File: src/rtl/spim_pkg.sv
package spim_pkg;

  // lane width as log2: value doubles as shift amount
  typedef enum logic [1:0] {LANE1 = 2'd0, LANE2 = 2'd1, LANE4 = 2'd2} lane_e;

  typedef enum logic [1:0] {ST_IDLE, ST_LEAD, ST_RUN, ST_TAIL} st_e;

  function automatic lane_e op_lanes(input logic [7:0] op);
    case (op)
      8'hBB, 8'hB2: return LANE2;
      8'hEB, 8'hE2: return LANE4;
      default:      return LANE1;
    endcase
  endfunction

  function automatic logic op_is_read(input logic [7:0] op);
    return (op == 8'h0B) || (op == 8'hBB) || (op == 8'hEB);
  endfunction

  function automatic int lane_w(input lane_e l);
    return 1 << int'(l);
  endfunction

  function automatic logic [3:0] lane_mask(input lane_e l);
    case (l)
      LANE1:   return 4'b0001;
      LANE2:   return 4'b0011;
      default: return 4'b1111;
    endcase
  endfunction

  // top bits of a nibble onto lanes, highest bit on highest lane
  function automatic logic [3:0] pack_lanes(input logic [3:0] nib, input lane_e l);
    case (l)
      LANE1:   return {3'b000, nib[3]};
      LANE2:   return {2'b00, nib[3:2]};
      default: return nib;
    endcase
  endfunction

endpackage

File: src/rtl/spim_clkdiv.sv
module spim_clkdiv #(
  parameter int DIVW = 8
) (
  input  logic            clk,
  input  logic            rst_n,
  input  logic            en,
  input  logic [DIVW-1:0] half_m1,
  output logic            tick
);
  logic [DIVW-1:0] cnt;

  assign tick = en && (cnt == half_m1);

  always_ff @(posedge clk or negedge rst_n) begin
    if (!rst_n)            cnt <= '0;
    else if (!en || tick)  cnt <= '0;
    else                   cnt <= cnt + 1'b1;
  end


  cnt_range_chk: assert property (@(posedge clk) disable iff (!rst_n)
    en |-> (cnt <= half_m1));

endmodule

File: src/rtl/spim_lanes.sv
module spim_lanes
  import spim_pkg::*;
(
  input  lane_e      mode,
  input  logic [3:0] drv_oe,
  input  logic [3:0] drv_val,
  input  logic [3:0] io_i,
  output logic [3:0] io_oe,
  output logic [3:0] io_o,
  output logic [3:0] rx_bits
);
  assign io_oe = drv_oe;
  assign io_o  = drv_val & drv_oe;

  always_comb begin
    case (mode)
      LANE1:   rx_bits = {3'b000, io_i[1]};
      LANE2:   rx_bits = {2'b00, io_i[1:0]};
      default: rx_bits = io_i;
    endcase
  end
endmodule

File: src/rtl/spim_master.sv
module spim_master
  import spim_pkg::*;
#(
  parameter int CNTW = 7,
  parameter int DIVW = 8
) (
  input  logic            clk,
  input  logic            rst_n,
  input  logic            start,
  input  logic [7:0]      opcode,
  input  logic [23:0]     addr,
  input  logic [CNTW-1:0] nbytes,
  input  logic [DIVW-1:0] div_half,
  input  logic [7:0]      wr_data,
  output logic            wr_ack,
  output logic [7:0]      rd_data,
  output logic            rd_valid,
  output logic            busy,
  output logic            done,
  output logic            sck,
  output logic            cs_n,
  output logic [3:0]      io_oe,
  output logic [3:0]      io_o,
  input  logic [3:0]      io_i
);
  localparam int BEATW = $clog2(32 + 8 * (1 << CNTW)) + 1;

  st_e              st;
  lane_e            lane_q;
  logic             rd_q, lead_half, sck_r, cs_r;
  logic [31:0]      hsr, hsr_n;
  logic [7:0]       dsr, dsr_n, rsr, rsr_n, rdd_r, src;
  logic [2:0]       dpos, dpos_n, rpos, rpos_n;
  logic [BEATW-1:0] beat, nb, hdr_end, last_beat, s_hdr, s_dat;
  logic [DIVW-1:0]  half_m1;
  logic [3:0]       oe_r, o_r, l_oe, l_o, rx_bits;
  logic             done_r, rdv_r, wack_r, take;
  logic             tick;
  lane_e            s_lane;

  // named events for the checks below
  logic launch_ev, rise_ev, in_data, sample_ev;
  assign launch_ev = (st == ST_RUN) && tick && sck_r;
  assign rise_ev   = (st == ST_RUN) && tick && !sck_r;
  assign in_data   = (beat >= hdr_end);
  assign sample_ev = rise_ev && rd_q && in_data;

  spim_clkdiv #(.DIVW(DIVW)) u_div (
    .clk(clk), .rst_n(rst_n), .en(st != ST_IDLE), .half_m1(half_m1), .tick(tick)
  );

  spim_lanes u_lanes (
    .mode(lane_q), .drv_oe(oe_r), .drv_val(o_r), .io_i(io_i),
    .io_oe(io_oe), .io_o(io_o), .rx_bits(rx_bits)
  );

  // transaction geometry from the request
  assign s_lane = op_lanes(opcode);
  assign s_hdr  = BEATW'(8) + (BEATW'(24) >> int'(s_lane));
  assign s_dat  = (BEATW'(nbytes) << 3) >> int'(s_lane);

  // next beat to put on the bus
  always_comb begin
    nb     = beat + BEATW'(1);
    l_oe   = 4'b0000;
    l_o    = 4'b0000;
    hsr_n  = hsr;
    dsr_n  = dsr;
    dpos_n = dpos;
    take   = 1'b0;
    src    = (dpos == 3'd0) ? wr_data : dsr;
    if (nb < BEATW'(8)) begin
      l_oe  = 4'b0001;
      l_o   = {3'b000, hsr[31]};
      hsr_n = hsr << 1;
    end else if (nb < hdr_end) begin
      l_oe  = lane_mask(lane_q);
      l_o   = pack_lanes(hsr[31:28], lane_q);
      hsr_n = hsr << lane_w(lane_q);
    end else if (!rd_q) begin
      take   = (dpos == 3'd0);
      l_oe   = lane_mask(lane_q);
      l_o    = pack_lanes(src[7:4], lane_q);
      dsr_n  = src << lane_w(lane_q);
      dpos_n = dpos + 3'(lane_w(lane_q));
    end
  end

  // receive assembly
  assign rsr_n  = (rsr << lane_w(lane_q)) | {4'b0000, rx_bits};
  assign rpos_n = rpos + 3'(lane_w(lane_q));

  always_ff @(posedge clk or negedge rst_n) begin
    if (!rst_n) begin
      st <= ST_IDLE; lane_q <= LANE1; rd_q <= 1'b0; lead_half <= 1'b0;
      sck_r <= 1'b0; cs_r <= 1'b1; hsr <= '0; dsr <= '0; rsr <= '0;
      rdd_r <= '0; dpos <= '0; rpos <= '0; beat <= '0; hdr_end <= '0;
      last_beat <= '0; half_m1 <= '0; oe_r <= '0; o_r <= '0;
      done_r <= 1'b0; rdv_r <= 1'b0; wack_r <= 1'b0;
    end else begin
      done_r <= 1'b0;
      rdv_r  <= 1'b0;
      wack_r <= 1'b0;
      case (st)
        ST_IDLE: if (start) begin
          st        <= ST_LEAD;
          cs_r      <= 1'b0;
          lane_q    <= s_lane;
          rd_q      <= op_is_read(opcode);
          hdr_end   <= s_hdr;
          last_beat <= s_hdr + s_dat - BEATW'(1);
          half_m1   <= (div_half == '0) ? '0 : div_half - 1'b1;
          lead_half <= 1'b0;
          beat      <= '0;
          hsr       <= {opcode[6:0], addr, 1'b0};
          oe_r      <= 4'b0001;
          o_r       <= {3'b000, opcode[7]};
          dpos      <= '0;
          rpos      <= '0;
        end
        ST_LEAD: if (tick) begin
          if (lead_half) begin
            sck_r <= 1'b1;
            st    <= ST_RUN;
          end
          lead_half <= 1'b1;
        end
        ST_RUN: if (tick) begin
          if (sck_r) begin
            sck_r <= 1'b0;
            if (beat == last_beat) begin
              st   <= ST_TAIL;
              oe_r <= 4'b0000;
              o_r  <= 4'b0000;
            end else begin
              beat   <= nb;
              oe_r   <= l_oe;
              o_r    <= l_o;
              hsr    <= hsr_n;
              dsr    <= dsr_n;
              dpos   <= dpos_n;
              wack_r <= take;
            end
          end else begin
            sck_r <= 1'b1;
            if (sample_ev) begin
              rsr  <= rsr_n;
              rpos <= rpos_n;
              if (rpos_n == 3'd0) begin
                rdv_r <= 1'b1;
                rdd_r <= rsr_n;
              end
            end
          end
        end
        ST_TAIL: if (tick) begin
          cs_r   <= 1'b1;
          st     <= ST_IDLE;
          done_r <= 1'b1;
        end
        default: st <= ST_IDLE;
      endcase
    end
  end

  assign sck      = sck_r;
  assign cs_n     = cs_r;
  assign busy     = (st != ST_IDLE);
  assign done     = done_r;
  assign rd_valid = rdv_r;
  assign rd_data  = rdd_r;
  assign wr_ack   = wack_r;


  idle_quiet_chk: assert property (@(posedge clk) disable iff (!rst_n)
    cs_n |-> (!sck && io_oe == 4'b0000));

  oe_shape_chk: assert property (@(posedge clk) disable iff (!rst_n)
    io_oe inside {4'b0000, 4'b0001, 4'b0011, 4'b1111});

  single_lane_chk: assert property (@(posedge clk) disable iff (!rst_n)
    (lane_q == LANE1 && !cs_n) |-> (io_oe[3:1] == 3'b000));

  rd_release_chk: assert property (@(posedge clk) disable iff (!rst_n)
    (st == ST_RUN && rd_q && in_data) |-> (io_oe == 4'b0000));

  sck_on_tick_chk: assert property (@(posedge clk) disable iff (!rst_n)
    (busy && !tick) |=> $stable(sck));

  done_pulse_chk: assert property (@(posedge clk) disable iff (!rst_n)
    done |=> !done);

  cs_release_chk: assert property (@(posedge clk) disable iff (!rst_n)
    $rose(cs_n) |-> done);

  start_ignored_chk: assert property (@(posedge clk) disable iff (!rst_n)
    (busy && start) |=> ($stable(last_beat) && $stable(hdr_end)));

  mode0_chk: assert property (@(posedge clk) disable iff (!rst_n)
    (!$stable(io_o) && !cs_n && !$fell(cs_n)) |-> $fell(sck));

endmodule

File: config.mk
export PLATFORM = sky130hd
export DESIGN_NAME = spim_master
export DESIGN_NICKNAME = d
export VERILOG_FILES = /design/src/rtl/spim_pkg.sv /design/src/rtl/spim_clkdiv.sv /design/src/rtl/spim_lanes.sv /design/src/rtl/spim_master.sv
export SDC_FILE = /design/constraint.sdc
export NUM_CORES = 1
export LEC_CHECK = 0
export BUFFER_PORTS_ARGS = -buffer_cell sky130_fd_sc_hd__clkbuf_2
export CAP_MARGIN = 15
export CORE_MARGIN = 1
export CORE_UTILIZATION = 44
export DETAILED_ROUTE_END_ITERATION = 12
export GPL_TIMING_DRIVEN = 0
export SYNTH_ARGS = -nofsm -noshare
export SYNTH_HDL_FRONTEND = slang
export SYNTH_SLANG_ARGS = --single-unit
export TNS_END_PERCENT = 20
File: constraint.sdc
create_clock -name clk -period 4.59 [get_ports clk]
set_clock_uncertainty 0.15 [all_clocks]
set_input_delay 0.459 -clock clk [delete_from_list [all_inputs] [get_ports clk]]
set_output_delay 0.459 -clock clk [all_outputs]
set_load 0.02 [all_outputs]
==> impl_metrics.env, run 1 <==
export IMPL_cp_depth=21
export IMPL_dp_hpwl_mm=15.5
export IMPL_die_area_sq_um=19700
export IMPL_dp_cells=1192
export IMPL_reg2reg_from="beat[1]$_DFFE_PN0P_"
export IMPL_crit_buf_inv=4
export IMPL_nets=1083
export IMPL_worst_r2r_path_depth=13
export IMPL_crit_family="compound AO/OA/AOI/OAI gates"
export IMPL_ys_flop_type="dfrtp_1"
export IMPL_postSynthCellCount=874
export IMPL_via_per_inst=5.58
export IMPL_hp_class="in -> reg"
export IMPL_synth_top_area_cell="dfrtp_1"
export IMPL_rsz0062_at_grt="false"
export IMPL_finalCritPeriodShare=0.925
export IMPL_wl_per_cell_um=17.1
export IMPL_whs_ns=0.115
export IMPL_r2r_slack_ns=0.92
export IMPL_synth_edf_count=0
export IMPL_rows=50
export IMPL_instances_no_fill=1227
export IMPL_final_hold_violation_count=0
export IMPL_grt_use_total=0.225
export IMPL_core_sq_um=18700
export IMPL_crit_type="in -> reg"
export IMPL_fillers=1753
export IMPL_setup_violations=0
export IMPL_crit_end="last_beat[10]$_DFFE_PN0P_"
export IMPL_synth_area_per_cell_sq_um=9.63
export IMPL_grt_pass1_vias=6545
export IMPL_dr_first_iter_drc_count=405
export IMPL_startpoint_type="input port"
export IMPL_final_setup_worst_slack_ns=0.343
export IMPL_vias=6847
export IMPL_tightestPinTransition_ns=0.869
export IMPL_slew_headroom=0.417
export IMPL_grt_max_degree=71
export IMPL_port_buffers=83
export IMPL_area_growth_pct=16.5
export IMPL_die_h_um=140
export IMPL_cp_max_fo=10
export IMPL_antenna_left=0
export IMPL_clk_latency_ns=0.43
export IMPL_path_clk_slew_ns=0.06
export IMPL_holdPathStages=2
export IMPL_synthesis_area_sq_um=8410
export IMPL_final_cell_area_sq_um=9810
export IMPL_p_leak_nw=4.39
export IMPL_slew_violations=0
export IMPL_cpPeakStageDelay_ns=0.34
export IMPL_syn_nets=977
export IMPL_slowest_stage="ha_1"
export IMPL_grt_pass1_wl_mm=34.8
export IMPL_synth_seq_cells=123
export IMPL_drc=0
export IMPL_cts_max_level=4
export IMPL_wl_mm=21.0
export IMPL_antenna_found_initial=0
export IMPL_antenna_diode_count=0
export IMPL_fin_crit_ns=4.25
export IMPL_initial_core_util=0.450
export IMPL_vdd_drop_max_uv=318
export IMPL_clockBufferDepth=2
export IMPL_worstPathCellList="clkbuf_2 -> nor2b_1 -> nand4_1 -> buf_4 -> nor3b_2 -> inv_1 -> ha_1 -> nor2_4 -> and3_1 -> a21oi_1 -> ha_1 -> inv_1 -> ha_1 -> a21o_1 -> a21oi_1 -> o221ai_1 -> a21o_1 -> a21oi_1 -> o31ai_1 -> xnor2_1 -> o21ai_0"
export IMPL_dp_slack_ns=-0.888
export IMPL_dpl_cell_area_sq_um=9160
export IMPL_r2r_end="dsr[1]$_DFFE_PN0P_"
export IMPL_dr_pass1_iters=5
export IMPL_arrival_ns=4.38
export IMPL_root_buffer="clkbuf_16"
export IMPL_p_per_area_nw_per_um2=497
export IMPL_synth_cell_types=63
export IMPL_synth_area_leaders="dfrtp_1 36%, mux2_2 7.6%, mux4_2 6.4%, ha_1 5.7%, mux2i_1 5.6%"
export IMPL_cts_made_buffers=17
export IMPL_cts_tree="built"
export IMPL_ys_warn_count=0
export IMPL_synth_async_reset_ratio=1.00
export IMPL_cts_sinks=123
export IMPL_run_status="finished, final reports clean"
export IMPL_startpoint="opcode[1]"
export IMPL_maxCapViolations=0
export IMPL_ios=84
export IMPL_grt_overflow=0
export IMPL_synth_seq_area_share=0.366
export IMPL_die_w_um=140
export IMPL_worstPathRequired_ns=4.73
export IMPL_synth_top_area_frac=0.363
export IMPL_cp_end_kind="register"
export IMPL_fmax_mhz=235
export IMPL_drive_above_1_share=0.237
export IMPL_finalWeightedCongestion=0.851
## flip-flops by register name, indices dropped and copies added, names as in the netlist, 2 cells and up
register and cells:
beat 12, rd_data 8, rpos 3, hdr_end 5
dpos 3, last_beat 12, u_div.cnt 8, rsr 7
half_m1 8, dsr 8, o_r 4, st 2
hsr 32, oe_r 3
## cell usage after synthesis (all sizes together), types with 25 or more instances
cell type,number
a21oi,45
nand2,78
o21ai,66
inv,47
dfrtp,122
nor2,76
mux2,57
mux2i,47
buf,25
ha,38
clkbuf,28
## routing by layer
metal | GRT usage | vias to the layer above | routed length, um | share of wire
met5 | 0 | - | 0 | 0
met2 | 0.364 | 188 | 9940 | 0.47
met1 | 0.314 | 3322 | 9730 | 0.46
li1 | - | 3328 | - | -
met3 | 0.0434 | 9 | 1230 | 0.058
met4 | 0.0480 | 0 | 137 | 0.0065
## layout by cell type (no fill, tap or decap), drive strengths merged, types with 10 or more instances in the layout
| cell type | count |
|---|---|
| a21oi | 45 |
| buf | 28 |
| clkbuf | 128 |
| dfrtp | 122 |
| ha | 38 |
| inv | 55 |
| mux2 | 57 |
| mux2i | 47 |
| mux4 | 24 |
| nand2 | 78 |
| nand3 | 24 |
| nor2 | 76 |
| nor2b | 15 |
| nor3 | 10 |
| o21ai | 66 |
| o31ai | 11 |
| xnor2 | 23 |
| xor2 | 24 |
## what timing repair did
item                                    CTS  global route
resized for setup                         3             1
cloned                                    0             0
endpoints found under the hold margin    52             0
setup buffers                             1             1
endpoints found under the setup margin    5             3
hold buffers                              1             0
pin swaps                                 1             1
## final cells by class
cell class	instances	area [sq um]	area share
tap	234	293	0.0299
inverter	47	176	0.0180
multi-input combinational	651	4940	0.504
clock inverter	15	178	0.0181
clock buffer	17	425	0.0434
sequential	123	3080	0.314
timing repair buffer	87	477	0.0486
buffer	53	236	0.0241
## how the worst min path moves through the flow
stage	start	to	slack [ns]
2_1_floorplan	rst_n	beat[0]$_DFFE_PN0P_	0.01
3_3_place_gp	cs_n$_DFFE_PN1P_	cs_n$_DFFE_PN1P_	0.30
3_5_place_dp	cs_n$_DFFE_PN1P_	cs_n$_DFFE_PN1P_	0.30
4_1_cts	div_half[0]	half_m1[0]$_DFFE_PN0P_	0.11
5_1_grt	div_half[0]	half_m1[0]$_DFFE_PN0P_	0.14
6_report	div_half[0]	half_m1[0]$_DFFE_PN0P_	0.12
## kinds of logic (layout without fill, tap and decap cells)
| logic type | after synthesis | after routing | synth area share |
|---|---|---|---|
| AND/OR/NAND/NOR | 256 | 256 | 0.147 |
| AO/OA/AOI/OAI | 177 | 177 | 0.127 |
| multiplexers | 128 | 128 | 0.196 |
| flip-flops | 123 | 123 | 0.366 |
| buffers and inverters | 100 | 219 | 0.0491 |
| XOR/XNOR | 47 | 47 | 0.0489 |
| adder cells (fa/ha/maj) | 42 | 42 | 0.0648 |
| other | 1 | 1 | 0.000446 |
## report_power, final
group	internal [mW]	total, mW	switching, mW
Combinational	0.827	1.78	0.950
Sequential	1.38	1.73	0.354
Clock	0.778	1.36	0.585
## per-stage QoR
step / setup TNS, ns / util / power, mW
after floorplan: 0 / - / 2.99
after global placement: -4.55 / 0.488 / 3.48
after CTS: 0 / 0.524 / 4.91
after detailed placement: -4.34 / 0.490 / 3.52
after global routing: 0 / 0.524 / 5.21
final: 0 / 0.524 / 4.87
Note: power is estimated with default switching activity, not from simulation.
==> run 2, diff against run 1 <==
clock period = 3.7 ns   (was 4.59 ns; I/O delays follow)
==> impl_metrics.env, run 2 (synthesis results as in run 1) <==
export IMPL_clk_latency_ns=0.42
export IMPL_finalCritPeriodShare=0.964
export IMPL_cts_sinks=123
export IMPL_slew_headroom=0.418
export IMPL_rows=50
export IMPL_area_growth_pct=17.9
export IMPL_dr_first_iter_drc_count=354
export IMPL_wl_mm=21.1
export IMPL_die_area_sq_um=19700
export IMPL_p_leak_nw=4.44
export IMPL_fillers=1753
export IMPL_final_util=0.530
export IMPL_largest_reg_flops=32
export IMPL_cts_made_buffers=17
export IMPL_grt_use_total=0.225
export IMPL_crit_type="in -> reg"
export IMPL_grt_overflow=0
export IMPL_port_buffers=83
export IMPL_finalWeightedCongestion=0.824
export IMPL_grt_pass1_wl_mm=34.5
export IMPL_cts_tree="built"
export IMPL_antenna_left=0
export IMPL_whs_ns=0.0371
export IMPL_fin_crit_ns=3.57
export IMPL_final_hold_violation_count=0
export IMPL_multi_input_area_sq_um=5000
export IMPL_mostFrequentLayoutCells="121 x dfrtp_1, 84 x clkbuf_2, 78 x nand2_1"
export IMPL_die_h_um=140
export IMPL_drive_above_1_share=0.254
export IMPL_maxCapViolations=0
export IMPL_grt_pass1_vias=6515
export IMPL_root_buffer="clkbuf_16"
export IMPL_cp_end_kind="register"
export IMPL_run_status="finished, final reports clean"
export IMPL_slew_violations=0
export IMPL_rsz0062_at_grt="true"
export IMPL_vias=6826
export IMPL_largestRegisters="hsr x32, beat x12, last_beat x12"
export IMPL_nets=1086
export IMPL_worstPathRequired_ns=3.84
export IMPL_dr_pass1_iters=5
export IMPL_grt_max_degree=82
export IMPL_setup_violations=0
export IMPL_hp_class="in -> reg"
export IMPL_wl_per_cell_um=17.2
export IMPL_antenna_diode_count=0
export IMPL_die_w_um=140
export IMPL_core_sq_um=18700
export IMPL_finalSetupTns_ns=0
export IMPL_tightestPinTransition_ns=0.868
export IMPL_top_register="hsr"
export IMPL_final_common_cell="dfrtp_1"
export IMPL_dp_hpwl_mm=15.5
export IMPL_fmax_mhz=280
export IMPL_path_clk_slew_ns=0.06
export IMPL_drc=0
export IMPL_ios=84
export IMPL_via_per_inst=5.55
export IMPL_antenna_found_initial=0
export IMPL_clockBufferDepth=2
export IMPL_startpoint_type="input port"
export IMPL_cts_max_level=4
export IMPL_cp_max_fo=11
export IMPL_vdd_drop_max_uv=385
export IMPL_arrival_ns=3.70
export IMPL_initial_core_util=0.450
export IMPL_p_per_area_nw_per_um2=615
export IMPL_regArea_sq_um=3080
run 2: changes by cell type in the layout (fill, tap and decap cells not counted), sizes merged:
cell      delta
bufinv       +1
clkinvlp     -1
clkbuf       +1
buf          +3
clkinv       -2
inv          +1
run 2: worst paths after layout:
path                                           from                   endpoint  slack [ns]  cells after the start
worst min register to register     cs_n$_DFFE_PN1P_           cs_n$_DFFE_PN1P_        0.32                      2
worst min-delay path                    div_half[0]     half_m1[0]$_DFFE_PN0P_        0.04                      2
max in group asynchronous                     rst_n           cs_n$_DFFE_PN1P_        2.36                      3
worst max-delay path                      opcode[3]  last_beat[10]$_DFFE_PN0P_        0.13                     21
min in group asynchronous                     rst_n        hsr[12]$_DFFE_PN0P_        0.29                      2
worst max register to register  beat[3]$_DFFE_PN0P_         dsr[3]$_DFFE_PN0P_        0.26                     11
run 2: stage by stage:
step / instance area (sq um) / std cells / power [mW] / worst slack [ns]
3_5_place_dp: 9220 / 1192 / 4.37 / -0.857
3_3_place_gp: 9180 / 1191 / 4.33 / -0.857
2_1_floorplan: 8470 / 874 / 3.72 / -0.0769
6_report: 9920 / 1230 / 6.10 / 0.134
5_1_grt: 9920 / 1230 / 6.52 / -0.0863
4_1_cts: 9870 / 1230 / 6.13 / 0.000759
run 2: area by class of cell:
cell class / instances / share of cell area
Timing Repair Buffer: 91 / 0.0524
Buffer: 52 / 0.0236
Tap cell: 234 / 0.0295
Clock buffer: 18 / 0.0443
Clock inverter: 14 / 0.0173
Sequential cell: 123 / 0.311
Multi-Input combinational cell: 651 / 0.504
Inverter: 47 / 0.0180
run 2: worst max-delay path: stages:
cell      delay, ns
clkbuf_2       0.14
xnor2_2        0.16
nand4_1        0.10
buf_4          0.18
nor3b_4        0.26
inv_4          0.13
ha_4           0.22
nor2_4         0.10
and3_1         0.15
a21oi_1        0.05
ha_1           0.33
inv_1          0.05
ha_1           0.28
a21o_1         0.17
a21oi_2        0.18
o221ai_2       0.13
a21o_1         0.18
a21oi_2        0.16
o31ai_1        0.11
xnor2_1        0.18
o21ai_1        0.07
run 2: power by group:
part           internal, mW  switching, mW
Sequential             1.71          0.438
Combinational          1.03           1.19
Clock                  1.04          0.698
Total                  3.78           2.32
run 2: routing by layer:
| layer | track usage | part of all wire | vias to the layer above |
|---|---|---|---|
| met5 | 0 | 0 | - |
| met4 | 0.0648 | 0.014 | 0 |
| met3 | 0.0479 | 0.046 | 24 |
| met2 | 0.356 | 0.47 | 153 |
| met1 | 0.309 | 0.47 | 3315 |
| li1 | - | - | 3334 |
run 2: what timing repair did:
action / CTS / global route
pin swaps: 4 / 2
hold buffers: 1 / 0
setup buffers: 5 / 1
gates resized for setup: 0 / 11
gates cloned: 0 / 0
setup endpoints to repair: 6 / 60
hold endpoints to repair: 42 / 0
==> run 3, diff against run 2 <==
CTS_BUF_LIST = sky130_fd_sc_hd__clkbuf_8   (was default)
==> impl_metrics.env, run 3 (synthesis results as in run 1) <==
export IMPL_p_leak_nw=4.35
export IMPL_p_total_mw=5.64
export IMPL_slowest_stage="ha_1"
export IMPL_final_util=0.519
export IMPL_fillers=1765
export IMPL_final_common_cell="dfrtp_1"
export IMPL_final_cell_area_sq_um=9710
export IMPL_crit_type="in -> reg"
export IMPL_fin_crit_ns=3.53
export IMPL_cts_max_level=4
export IMPL_arrival_ns=3.70
export IMPL_mostFrequentLayoutCells="121 x dfrtp_1, 85 x clkbuf_2, 78 x nand2_1"
export IMPL_run_status="finished, final reports clean"
export IMPL_final_hold_violation_count=0
export IMPL_worstPathRequired_ns=3.87
export IMPL_nets=1086
export IMPL_die_area_sq_um=19700
export IMPL_largestRegisters="hsr x32, beat x12, last_beat x12"
export IMPL_grt_max_degree=82
export IMPL_cp_max_fo=11
export IMPL_antenna_found_initial=0
export IMPL_path_clk_slew_ns=0.09
export IMPL_antenna_diode_count=0
export IMPL_tightestPinTransition_ns=0.864
export IMPL_reg2reg_from="lane_q[0]$_DFFE_PN0P_"
export IMPL_via_per_inst=5.54
export IMPL_vias=6819
export IMPL_dpl_cell_area_sq_um=9220
export IMPL_dp_cells=1192
export IMPL_setup_violations=0
export IMPL_dr_first_iter_drc_count=378
export IMPL_vdd_drop_max_uv=302
export IMPL_rows=50
export IMPL_cts_sinks=123
export IMPL_core_sq_um=18700
export IMPL_ios=84
export IMPL_drc=0
export IMPL_startpoint_type="input port"
export IMPL_finalWeightedCongestion=0.824
export IMPL_dp_hpwl_mm=15.5
export IMPL_clockBufferDepth=2
export IMPL_die_w_um=140
export IMPL_die_h_um=140
export IMPL_port_buffers=83
export IMPL_fmax_mhz=283
export IMPL_r2r_slack_ns=0.18
export IMPL_grt_use_total=0.222
export IMPL_r2r_end="rd_data[5]$_DFFE_PN0P_"
export IMPL_cts_tree="built"
export IMPL_grt_overflow=0
export IMPL_startpoint="opcode[3]"
export IMPL_antenna_left=0
export IMPL_largest_reg_flops=32
export IMPL_instances_no_fill=1230
export IMPL_grt_pass1_vias=6427
export IMPL_clk_latency_ns=0.45
export IMPL_worst_r2r_path_depth=10
export IMPL_hp_class="in -> reg"
export IMPL_slew_headroom=0.421
export IMPL_drive_above_1_share=0.250
export IMPL_p_per_area_nw_per_um2=581
export IMPL_cts_made_buffers=17
export IMPL_rsz0062_at_grt="true"
export IMPL_cp_end_kind="register"
export IMPL_slew_violations=0
export IMPL_wl_per_cell_um=16.9
export IMPL_crit_end="last_beat[10]$_DFFE_PN0P_"
export IMPL_top_register="hsr"
export IMPL_finalCritPeriodShare=0.955
export IMPL_cpPeakStageDelay_ns=0.33
export IMPL_area_growth_pct=15.4
export IMPL_wl_mm=20.8
export IMPL_dr_pass1_iters=7
export IMPL_worstPathCellList="clkbuf_2 -> xnor2_2 -> nand4_1 -> buf_4 -> nor3b_4 -> inv_4 -> ha_4 -> nor2_4 -> and3_1 -> a21oi_1 -> ha_1 -> inv_1 -> ha_1 -> a21o_1 -> a21oi_2 -> o221ai_2 -> a21o_1 -> a21oi_2 -> o31ai_1 -> xnor2_1 -> o21ai_1"
export IMPL_initial_core_util=0.450
export IMPL_maxCapViolations=0
export IMPL_root_buffer="clkbuf_8"
export IMPL_grt_pass1_wl_mm=34.0
export IMPL_finalSetupTns_ns=0
[run 3: what timing repair did]
action                     in CTS  in global routing
gates resized for setup         2                  8
hold buffers                    3                  0
pin swaps                       3                  1
hold endpoints to repair       44                  0
setup endpoints to repair       9                 62
buffers inserted                3                  0
[run 3: through the flow]
| stage | setup slack (ns) | hold WS [ns] |
|---|---|---|
| after floorplan | -0.0769 | -0.0756 |
| after global placement | -0.857 | 0.302 |
| after detailed placement | -0.857 | 0.183 |
| after CTS | 0.118 | 0.0540 |
| after global routing | -0.0972 | 0.0680 |
| final | 0.168 | 0.0729 |
[run 3: layer usage]
| metal | share of wire | GRT usage | up-vias |
|---|---|---|---|
| li1 | - | - | 3332 |
| met1 | 0.47 | 0.310 | 3304 |
| met2 | 0.47 | 0.350 | 166 |
| met3 | 0.048 | 0.0475 | 17 |
| met4 | 0.011 | 0.0590 | 0 |
| met5 | 0 | 0 | - |
[run 3: area by class of cell]
cell class,instances,area (sq um),share of cell area
clock inverter,14,171,0.0177
timing repair buffer,90,504,0.0519
inverter,47,179,0.0184
tap,234,293,0.0302
clock buffer,18,248,0.0255
buffer,53,239,0.0246
multi-input combinational,651,4990,0.514
sequential,123,3080,0.317
[run 3: report_power, final]
group | internal (mW) | switching [mW] | total [mW]
Combinational | 1.03 | 1.18 | 2.21
Sequential | 1.70 | 0.434 | 2.14
Clock | 0.645 | 0.643 | 1.29
[run 3: how the worst min path moves through the flow]
stage / depth (start not counted) / endpoint / slack [ns] / start
2_1_floorplan: 0 / beat[0]$_DFFE_PN0P_ / -0.08 / rst_n
3_3_place_gp: 2 / cs_n$_DFFE_PN1P_ / 0.30 / cs_n$_DFFE_PN1P_
3_5_place_dp: 1 / hsr[12]$_DFFE_PN0P_ / 0.18 / rst_n
4_1_cts: 3 / hsr[14]$_DFFE_PN0P_ / 0.05 / addr[13]
5_1_grt: 3 / hsr[15]$_DFFE_PN0P_ / 0.07 / addr[14]
6_report: 3 / hsr[23]$_DFFE_PN0P_ / 0.07 / addr[22]
[run 3: worst max-delay path, delay by kind of cell]
family	cells	cell delay [ns]
fa+ha+maj	3	0.82
compound gates	8	1.05
xor+xnor	2	0.34
simple gates	4	0.60
buf+inv	4	0.50
